--- src/rtl/trap_entry_seq.sv ---
module trap_entry_seq #(
  parameter int          NUM_W       = 8,
  parameter int          IE_BIT      = 4,
  parameter int          S_BIT       = 5,
  parameter int          ILM_LSB     = 16,
  parameter int          ILM_W       = 5,
  parameter int          EMU_NUM     = 9,
  parameter int          EMU_ILM     = 4,
  parameter logic [31:0] TABLE_BYTES = 32'd1024
) (
  input  logic             clk,
  input  logic             rst,
  input  logic             req_valid,
  input  logic [NUM_W-1:0] req_num,
  input  logic             req_emu,
  input  logic [31:0]      cur_pc,
  input  logic [31:0]      cur_ps,
  input  logic [31:0]      cur_ssp,
  input  logic [31:0]      cur_tbr,
  output logic             mem_req,
  output logic             mem_we,
  output logic [31:0]      mem_addr,
  output logic [31:0]      mem_wdata,
  input  logic [31:0]      mem_rdata,
  input  logic             mem_ready,
  output logic             done,
  output logic [31:0]      new_pc,
  output logic [31:0]      new_ssp,
  output logic [31:0]      new_ps
);

  typedef enum logic [2:0] {S_IDLE, S_PS, S_RA, S_VEC, S_FIN} st_t;

  st_t              st;
  logic [31:0]      pc_q, ps_q, ssp_q, tbr_q, vec_q;
  logic [NUM_W-1:0] num_q;
  logic             emu_q;
  logic [31:0]      vec_addr;

  assign vec_addr = tbr_q + TABLE_BYTES - ((32'(num_q) + 32'd1) << 2);

  always_ff @(posedge clk) begin
    if (rst) begin
      st    <= S_IDLE;
      pc_q  <= '0;
      ps_q  <= '0;
      ssp_q <= '0;
      tbr_q <= '0;
      vec_q <= '0;
      num_q <= '0;
      emu_q <= 1'b0;
    end else begin
      case (st)
        S_IDLE: if (req_valid) begin
          pc_q  <= cur_pc;
          ps_q  <= cur_ps;
          ssp_q <= cur_ssp;
          tbr_q <= cur_tbr;
          emu_q <= req_emu;
          num_q <= req_emu ? NUM_W'(EMU_NUM) : req_num;
          st    <= S_PS;
        end
        S_PS:  if (mem_ready) st <= S_RA;
        S_RA:  if (mem_ready) st <= S_VEC;
        S_VEC: if (mem_ready) begin
          vec_q <= mem_rdata;
          st    <= S_FIN;
        end
        default: st <= S_IDLE;
      endcase
    end
  end

  assign mem_req   = (st == S_PS) || (st == S_RA) || (st == S_VEC);
  assign mem_we    = (st == S_PS) || (st == S_RA);
  assign mem_addr  = (st == S_PS) ? ssp_q - 32'd4 :
                     (st == S_RA) ? ssp_q - 32'd8 : vec_addr;
  assign mem_wdata = (st == S_PS) ? ps_q : pc_q + 32'd2;
  assign done      = (st == S_FIN);
  assign new_pc    = vec_q;
  assign new_ssp   = ssp_q - 32'd8;

  always_comb begin
    new_ps = ps_q;
    new_ps[S_BIT] = 1'b0;
    if (emu_q) new_ps[ILM_LSB +: ILM_W] = ILM_W'(EMU_ILM);
    else       new_ps[IE_BIT] = 1'b0;
  end

endmodule

--- config.mk ---
export PLATFORM = sky130hd
export DESIGN_NAME = trap_entry_seq
export DESIGN_NICKNAME = d
export VERILOG_FILES = /design/src/rtl/trap_entry_seq.sv
export SDC_FILE = /design/constraint.sdc
export NUM_CORES = 1
export LEC_CHECK = 0
export ABC_AREA = 1
export BUFFER_PORTS_ARGS = -buffer_cell sky130_fd_sc_hd__buf_4
export CAP_MARGIN = 30
export CORE_ASPECT_RATIO = 1.2
export CORE_MARGIN = 2
export CORE_UTILIZATION = 48
export CTS_BUF_LIST = sky130_fd_sc_hd__clkbuf_4 sky130_fd_sc_hd__clkbuf_8 sky130_fd_sc_hd__clkbuf_16
export CTS_CLUSTER_DIAMETER = 100
export DETAILED_ROUTE_END_ITERATION = 16
export GPL_ROUTABILITY_DRIVEN = 1
export PLACE_DENSITY = 0.77
export SLEW_MARGIN = 15
export SYNTH_ARGS = -nofsm -noshare
export SYNTH_HDL_FRONTEND = slang
export SYNTH_SLANG_ARGS = --single-unit
export TNS_END_PERCENT = 5
--- constraint.sdc ---
create_clock -name clk -period 2.7 [get_ports clk]
set_input_delay 0.135 -clock clk [delete_from_list [all_inputs] [get_ports clk]]
set_output_delay 0.135 -clock clk [all_outputs]
set_load 0.1 [all_outputs]
==> flow_metrics.py, run 1 <==
metrics = {
    "run_status": {
        "status": "complete, but fails checks",
        "failed_checks": "hold timing, setup timing",
    },
    "cts": {
        "h-tree-depth": 4,
        "cts_root_buffer": "clkbuf_16",
        "numCtsBuffers": 17,
        "clk_pin_slew_ns": 0.07,
        "clock_latency_ns": 0.45,
        "cts.sinks": 172,
        "cts_buffer_depth": 2,
        "cts_tree": "done",
    },
    "yosys": {
        "synthArstFlopShare_pct": 0,
        "synth.net_count": 2107,
        "ys_warn_count": 0,
        "ys_top_cells_by_count": "nand2_1 (396), inv_1 (328), o21ai_0 (222)",
        "yosysMostFrequentCell": "nand2_1",
        "synth_top_area_share_pct": 29.1,
        "netlist_instances": 1890,
        "ys_seq_area_share_pct": 29.1,
        "synth_cell_types": 49,
        "syn_avg_cell_area_sq_um": 6.27,
        "synth_area_leader_cell": "dfxtp_1",
        "syn_area_sq_um": 11800,
        "ys_top_cells_by_area": "dfxtp_1 (29%), nand2_1 (13%), inv_1 (10%), o21ai_0 (9.4%), a21oi_1 (8.8%)",
        "ys_seq_elements": 172,
        "synth_top_flop_cell": "dfxtp_1",
        "synth_edf_count": 0,
    },
    "floorplanning": {
        "design.die.area_sq_um": 26000,
        "start_util_pct": 48.3,
        "core-area_sq_um": 24500,
        "row_count": 63,
        "die_h_microns": 176,
        "die_w_microns": 147,
        "io-pin-count": 336,
    },
    "layout": {
        "area_delta_synth_final_pct": 50.3,
        "fin_util_pct": 72.6,
        "final_nets": 2556,
        "drive_above_1_share_pct": 25.6,
    },
    "setup_path": {
        "critPathMaxStageDelay_ns": 0.37,
        "r2r_slack_ns": 0.29,
        "cp_max_fo": 4,
        "crit_arrival_ns": 3.26,
        "worst-setup-path-type": "flip-flop to output pin",
        "start_kind": "flip-flop",
        "critPathCaptureType": "output pin",
        "cp_cell_sequence": "ha_4 > nand3_4 > nor3b_4 > xnor2_1 > ha_1 > ha_4 > nand2_4 > inv_4 > nand2_2 > nand2_2 > nand3b_1 > xor2_1 > nand2_1 > a22oi_2 > buf_12",
        "cp.required_ns": 2.57,
        "reg2reg_depth": 7,
        "cpMaxStageDelayCell": "dfxtp_4",
    },
    "timing": {
        "layout_setup_ws_ns": -0.694,
        "max_freq_mhz": 295,
        "drv_slew": 0,
        "holdWs_ns": -0.00452,
        "hold_violations": 2,
        "setup_violations": 28,
        "fin_crit_ns": 3.39,
        "worstMarginPinSlew_ns": 0.740,
        "finalCritPeriodShare_pct": 126,
        "max_slew_margin_pct": 50.6,
        "rsz0062_at_grt": "true",
        "finalClockSkew_ns": 0.00914,
    },
    "route": {
        "antenna_left": 0,
        "drt_wl_total_mm": 46.0,
        "drc": 0,
        "routedWlPerCell_microns": 17.2,
        "num_vias": 14200,
        "drtIter0Drc": 909,
        "first_pass_iters": 6,
        "vias_per_cell": 5.29,
    },
    "grt": {
        "antenna_found_initial": 0,
        "grt_first_pass_wirelength_mm": 71.2,
        "grt_max_degree": 87,
        "track_usage_pct": 34.5,
        "grt_overflow": 0,
        "grt_pass1_vias": 14000,
    },
    "placed_design": {
        "gp_congestion": 0.940,
        "dp_slack_ns": -0.409,
        "port_buffers": 334,
        "dp_hpwl_mm": 32.5,
    },
    "worst_hold_path": {
        "min_path_type": "input pin to flip-flop",
        "holdPathStages": 3,
    },
    "flow_run": {
        "max_cap_viol_count": 0,
    },
}
==> area by class of cell <==
cell class                      count  area [sq um]
Antenna cell                        1          2.50
Clock buffer                       18           433
Clock inverter                     14           126
Fill cell                        1909          6710
Inverter                          341          1290
Multi-Input combinational cell   1276          7310
Sequential cell                   172          3460
Tap cell                          325           407
Timing Repair Buffer              531          4780
==> cells in the final DEF, fill, tap and decap left out, drive strengths merged, types with 4 or more instances in the layout <==
cell / Yosys / layout
a21oi: 209 / 209
a22oi: 11 / 11
buf: 43 / 388
clkbuf: 58 / 18
clkinv: 1 / 5
dfxtp: 172 / 172
dlygate4sd3: 0 / 143
ha: 44 / 44
inv: 340 / 347
nand2: 406 / 406
nand3: 91 / 91
nand4: 17 / 17
nor2: 147 / 147
nor3: 24 / 24
o21ai: 239 / 239
o21bai: 4 / 4
o22ai: 4 / 4
xor2: 57 / 57
==> worst max-delay path, delay by kind of cell (launching register included) <==
family          cells  cell delay [ns]
simple gates        7             0.87
fa+ha+maj           3             0.72
flops               1             0.37
xor+xnor            2             0.32
buf+inv             2             0.27
compound gates      1             0.27
==> registers in the layout, summed over array words and instances, names as in the netlist <==
register	flops
new_pc	32
ps_q	32
ssp_q	32
emu_q	1
st	3
tbr_q	32
pc_q	32
num_q	8
==> routing by layer <==
metal | vias up | routed length [microns] | track usage (%)
met1 | 6519 | 17200 | 37.8
li1 | 6886 | - | -
met4 | 0 | 2330 | 17.6
met3 | 142 | 3000 | 6.56
met2 | 614 | 23400 | 63.3
met5 | - | 0 | 0
==> logic make-up after synthesis <==
logic type,count (synthesis),share of synthesized area [%]
AOI/OAI and AO/OA,473,20.6
xor gates and xnor gates,60,4.63
adders and majority gates,44,4.65
buffers and inverters,442,15.1
DFF,172,29.1
other,1,0.0317
and+or+nand+nor,698,25.9
==> per-stage QoR <==
step	setup TNS [ns]	area, sq um	hold WS, ns	instances
finish	-16.25	17800	-0.00452	2678
global placement	-7.13	15000	0.369	2500
global route	-20.93	17800	0.0169	2677
CTS	-15.69	17600	0.000317	2676
floorplan	-24.90	12200	0.283	1890
detailed placement	-8.59	15000	0.378	2500
==> what timing repair did <==
action	CTS	global route
pin swaps	19	27
gates resized for setup	123	62
hold buffers	143	0
setup buffers	1	1
hold endpoints to repair	139	0
endpoints found under the setup margin	34	37
==> worst paths after layout <==
path,start,end
setup / recovery,num_q[0],mem_addr[10]
hold reg to reg,new_pc[1],new_pc[1]
setup reg to reg,st[0],num_q[6]
hold / removal,cur_tbr[12],tbr_q[12]
Power of run 1 is left out: the tool's default activity adds up to more than one toggle a clock period on the data nets, which glitch-free logic cannot reach.
==> inputs of run 2 (changes only) <==
--- a/config.mk
+++ b/config.mk
@@ -8,7 +8,7 @@
 export ABC_AREA = 1
 export BUFFER_PORTS_ARGS = -buffer_cell sky130_fd_sc_hd__buf_4
 export CAP_MARGIN = 30
-export CORE_ASPECT_RATIO = 1.2
+export CORE_ASPECT_RATIO = 0.5
 export CORE_MARGIN = 2
 export CORE_UTILIZATION = 48
 export CTS_BUF_LIST = sky130_fd_sc_hd__clkbuf_4 sky130_fd_sc_hd__clkbuf_8 sky130_fd_sc_hd__clkbuf_16
@@ -16,7 +16,7 @@
 export DETAILED_ROUTE_END_ITERATION = 16
 export GPL_ROUTABILITY_DRIVEN = 1
 export PLACE_DENSITY = 0.77
-export SLEW_MARGIN = 15
+export SLEW_MARGIN = 0
 export SYNTH_ARGS = -nofsm -noshare
 export SYNTH_HDL_FRONTEND = slang
 export SYNTH_SLANG_ARGS = --single-unit
==> flow_metrics.py, run 2 (same netlist as run 1, synthesis figures left out) <==
metrics = {
    "route": {
        "routedWlPerCell_microns": 17.3,
        "vias_per_cell": 5.28,
        "first_pass_iters": 7,
        "num_vias": 14300,
        "drc": 0,
        "antenna_left": 0,
        "drtIter0Drc": 1362,
        "drt_wl_total_mm": 46.7,
    },
    "layout": {
        "finalNonFillerCells": 2704,
        "antenna_cells": 0,
        "final_nets": 2572,
        "area_delta_synth_final_pct": 53.0,
        "layout_commonest_cell": "nand2_1",
        "final_cell_mix": "nand2_1 (360), buf_4 (343), inv_1 (322), o21ai_0 (211), a21oi_1 (200)",
        "drive_above_1_share_pct": 25.8,
        "fin_util_pct": 75.1,
    },
    "grt": {
        "grt_max_degree": 94,
        "grt_overflow": 0,
        "grt_first_pass_wirelength_mm": 71.6,
        "grt_pass1_vias": 13900,
        "antenna_found_initial": 0,
        "track_usage_pct": 34.9,
    },
    "cts": {
        "cts.sinks": 172,
        "clock_latency_ns": 0.46,
        "cts_buffer_depth": 2,
        "cts_tree": "done",
        "cts_root_buffer": "clkbuf_16",
        "numCtsBuffers": 17,
        "h-tree-depth": 4,
        "clk_pin_slew_ns": 0.08,
    },
    "setup_path": {
        "reg2reg_depth": 6,
        "crit_arrival_ns": 3.47,
        "cp.required_ns": 2.57,
        "r2r-end": "num_q[7]",
        "r2r_slack_ns": 0.18,
        "cp_max_fo": 4,
        "cp_cell_sequence": "ha_4 > buf_4 > xnor2_2 > ha_1 > ha_4 > nand2_1 > buf_4 > nor2_1 > nand2_1 > nand2_2 > a21oi_1 > or2_2 > nand3_2 > nand3_1 > nand2_2 > buf_12",
        "start_kind": "flip-flop",
        "critPathMaxStageDelay_ns": 0.37,
        "worst-setup-path-type": "flip-flop to output pin",
        "cpMaxStageDelayCell": "dfxtp_4",
        "critPathCaptureType": "output pin",
        "rr_startpoint": "st[0]",
    },
    "placed_design": {
        "port_buffers": 334,
        "gp_congestion": 0.983,
        "dp_hpwl_mm": 30.6,
        "place_inst": 2510,
    },
    "timing": {
        "layout_setup_ws_ns": -0.901,
        "timing.setup.tns_ns": -19.85,
        "holdWs_ns": -0.000814,
        "drv_slew": 0,
        "rsz0062_at_grt": "true",
        "max_freq_mhz": 278,
        "setup_violations": 29,
        "hold_violations": 1,
        "fin_crit_ns": 3.60,
        "max_slew_margin_pct": 58.9,
        "finalClockSkew_ns": 0.0132,
        "worstMarginPinSlew_ns": 0.616,
        "finalCritPeriodShare_pct": 133,
    },
    "floorplanning": {
        "core-area_sq_um": 24100,
        "io-pin-count": 336,
        "row_count": 40,
        "design.die.area_sq_um": 26000,
        "die_w_microns": 226,
        "die_h_microns": 115,
        "start_util_pct": 49.1,
    },
    "flow_run": {
        "max_cap_viol_count": 0,
    },
    "run_status": {
        "failed_checks": "hold timing, setup timing",
        "status": "complete, but fails checks",
    },
    "worst_hold_path": {
        "min_from": "cur_tbr[25]",
        "min_to": "tbr_q[25]",
        "min_path_type": "input pin to flip-flop",
        "holdPathStages": 3,
    },
}
[run 2: changes by cell type in the layout (fill, tap and decap cells not counted), sizes merged]
cell,previous run,this run
diode,1,0
clkinv,5,6
bufinv,0,1
clkinvlp,3,4
inv,347,344
dlygate4sd3,143,159
[run 2: worst max path at each step]
stage / cells past startpoint / from / to / slack, ns
6_report: 16 / num_q[1] / mem_addr[11] / -0.90
5_1_grt: 18 / num_q[3] / mem_addr[26] / -0.97
4_1_cts: 18 / num_q[1] / mem_addr[12] / -0.62
3_5_place_dp: 17 / num_q[1] / mem_addr[16] / -0.45
3_3_place_gp: 17 / num_q[1] / mem_addr[28] / -0.32
2_1_floorplan: 8 / pc_q[1] / mem_wdata[19] / -0.72
[run 2: area by class of cell]
type                            instances  area [sq um]
Tap cell                              336           420
Inverter                              341          1290
Multi-Input combinational cell       1276          7380
Clock buffer                           18           433
Sequential cell                       172          3460
Clock inverter                         14           154
Timing Repair Buffer                  547          4990
Fill cell                            1754          6000
[run 2: metal layers]
layer	GRT usage (%)	part of all wire (%)
met4	16.0	4.6
met3	9.02	8.5
met1	42.7	40
met5	0	0
met2	58.4	47
[run 2: through the flow]
step,setup slack [ns],area [sq um]
5_1_grt,-0.966,18100
2_1_floorplan,-0.716,12200
3_5_place_dp,-0.452,15100
4_1_cts,-0.616,17900
6_report,-0.901,18100
3_3_place_gp,-0.315,15100
[run 2: repair_timing]
action	in CTS	in global routing
setup buffers	2	1
pin swaps	35	38
hold buffers	159	0
gates resized for setup	146	60
endpoints found under the hold margin	156	0
endpoints found under the setup margin	29	43
[run 2: critical path, delay by kind of cell (launching register included)]
family	cells	cell delay, ns
AO/OA/AOI/OAI	1	0.09
XOR/XNOR	1	0.14
adder cells (fa/ha/maj)	3	0.85
buffers and inverters	3	0.46
flip-flops	1	0.37
AND/OR/NAND/NOR	8	1.10
Power of run 2 is left out for the same reason.
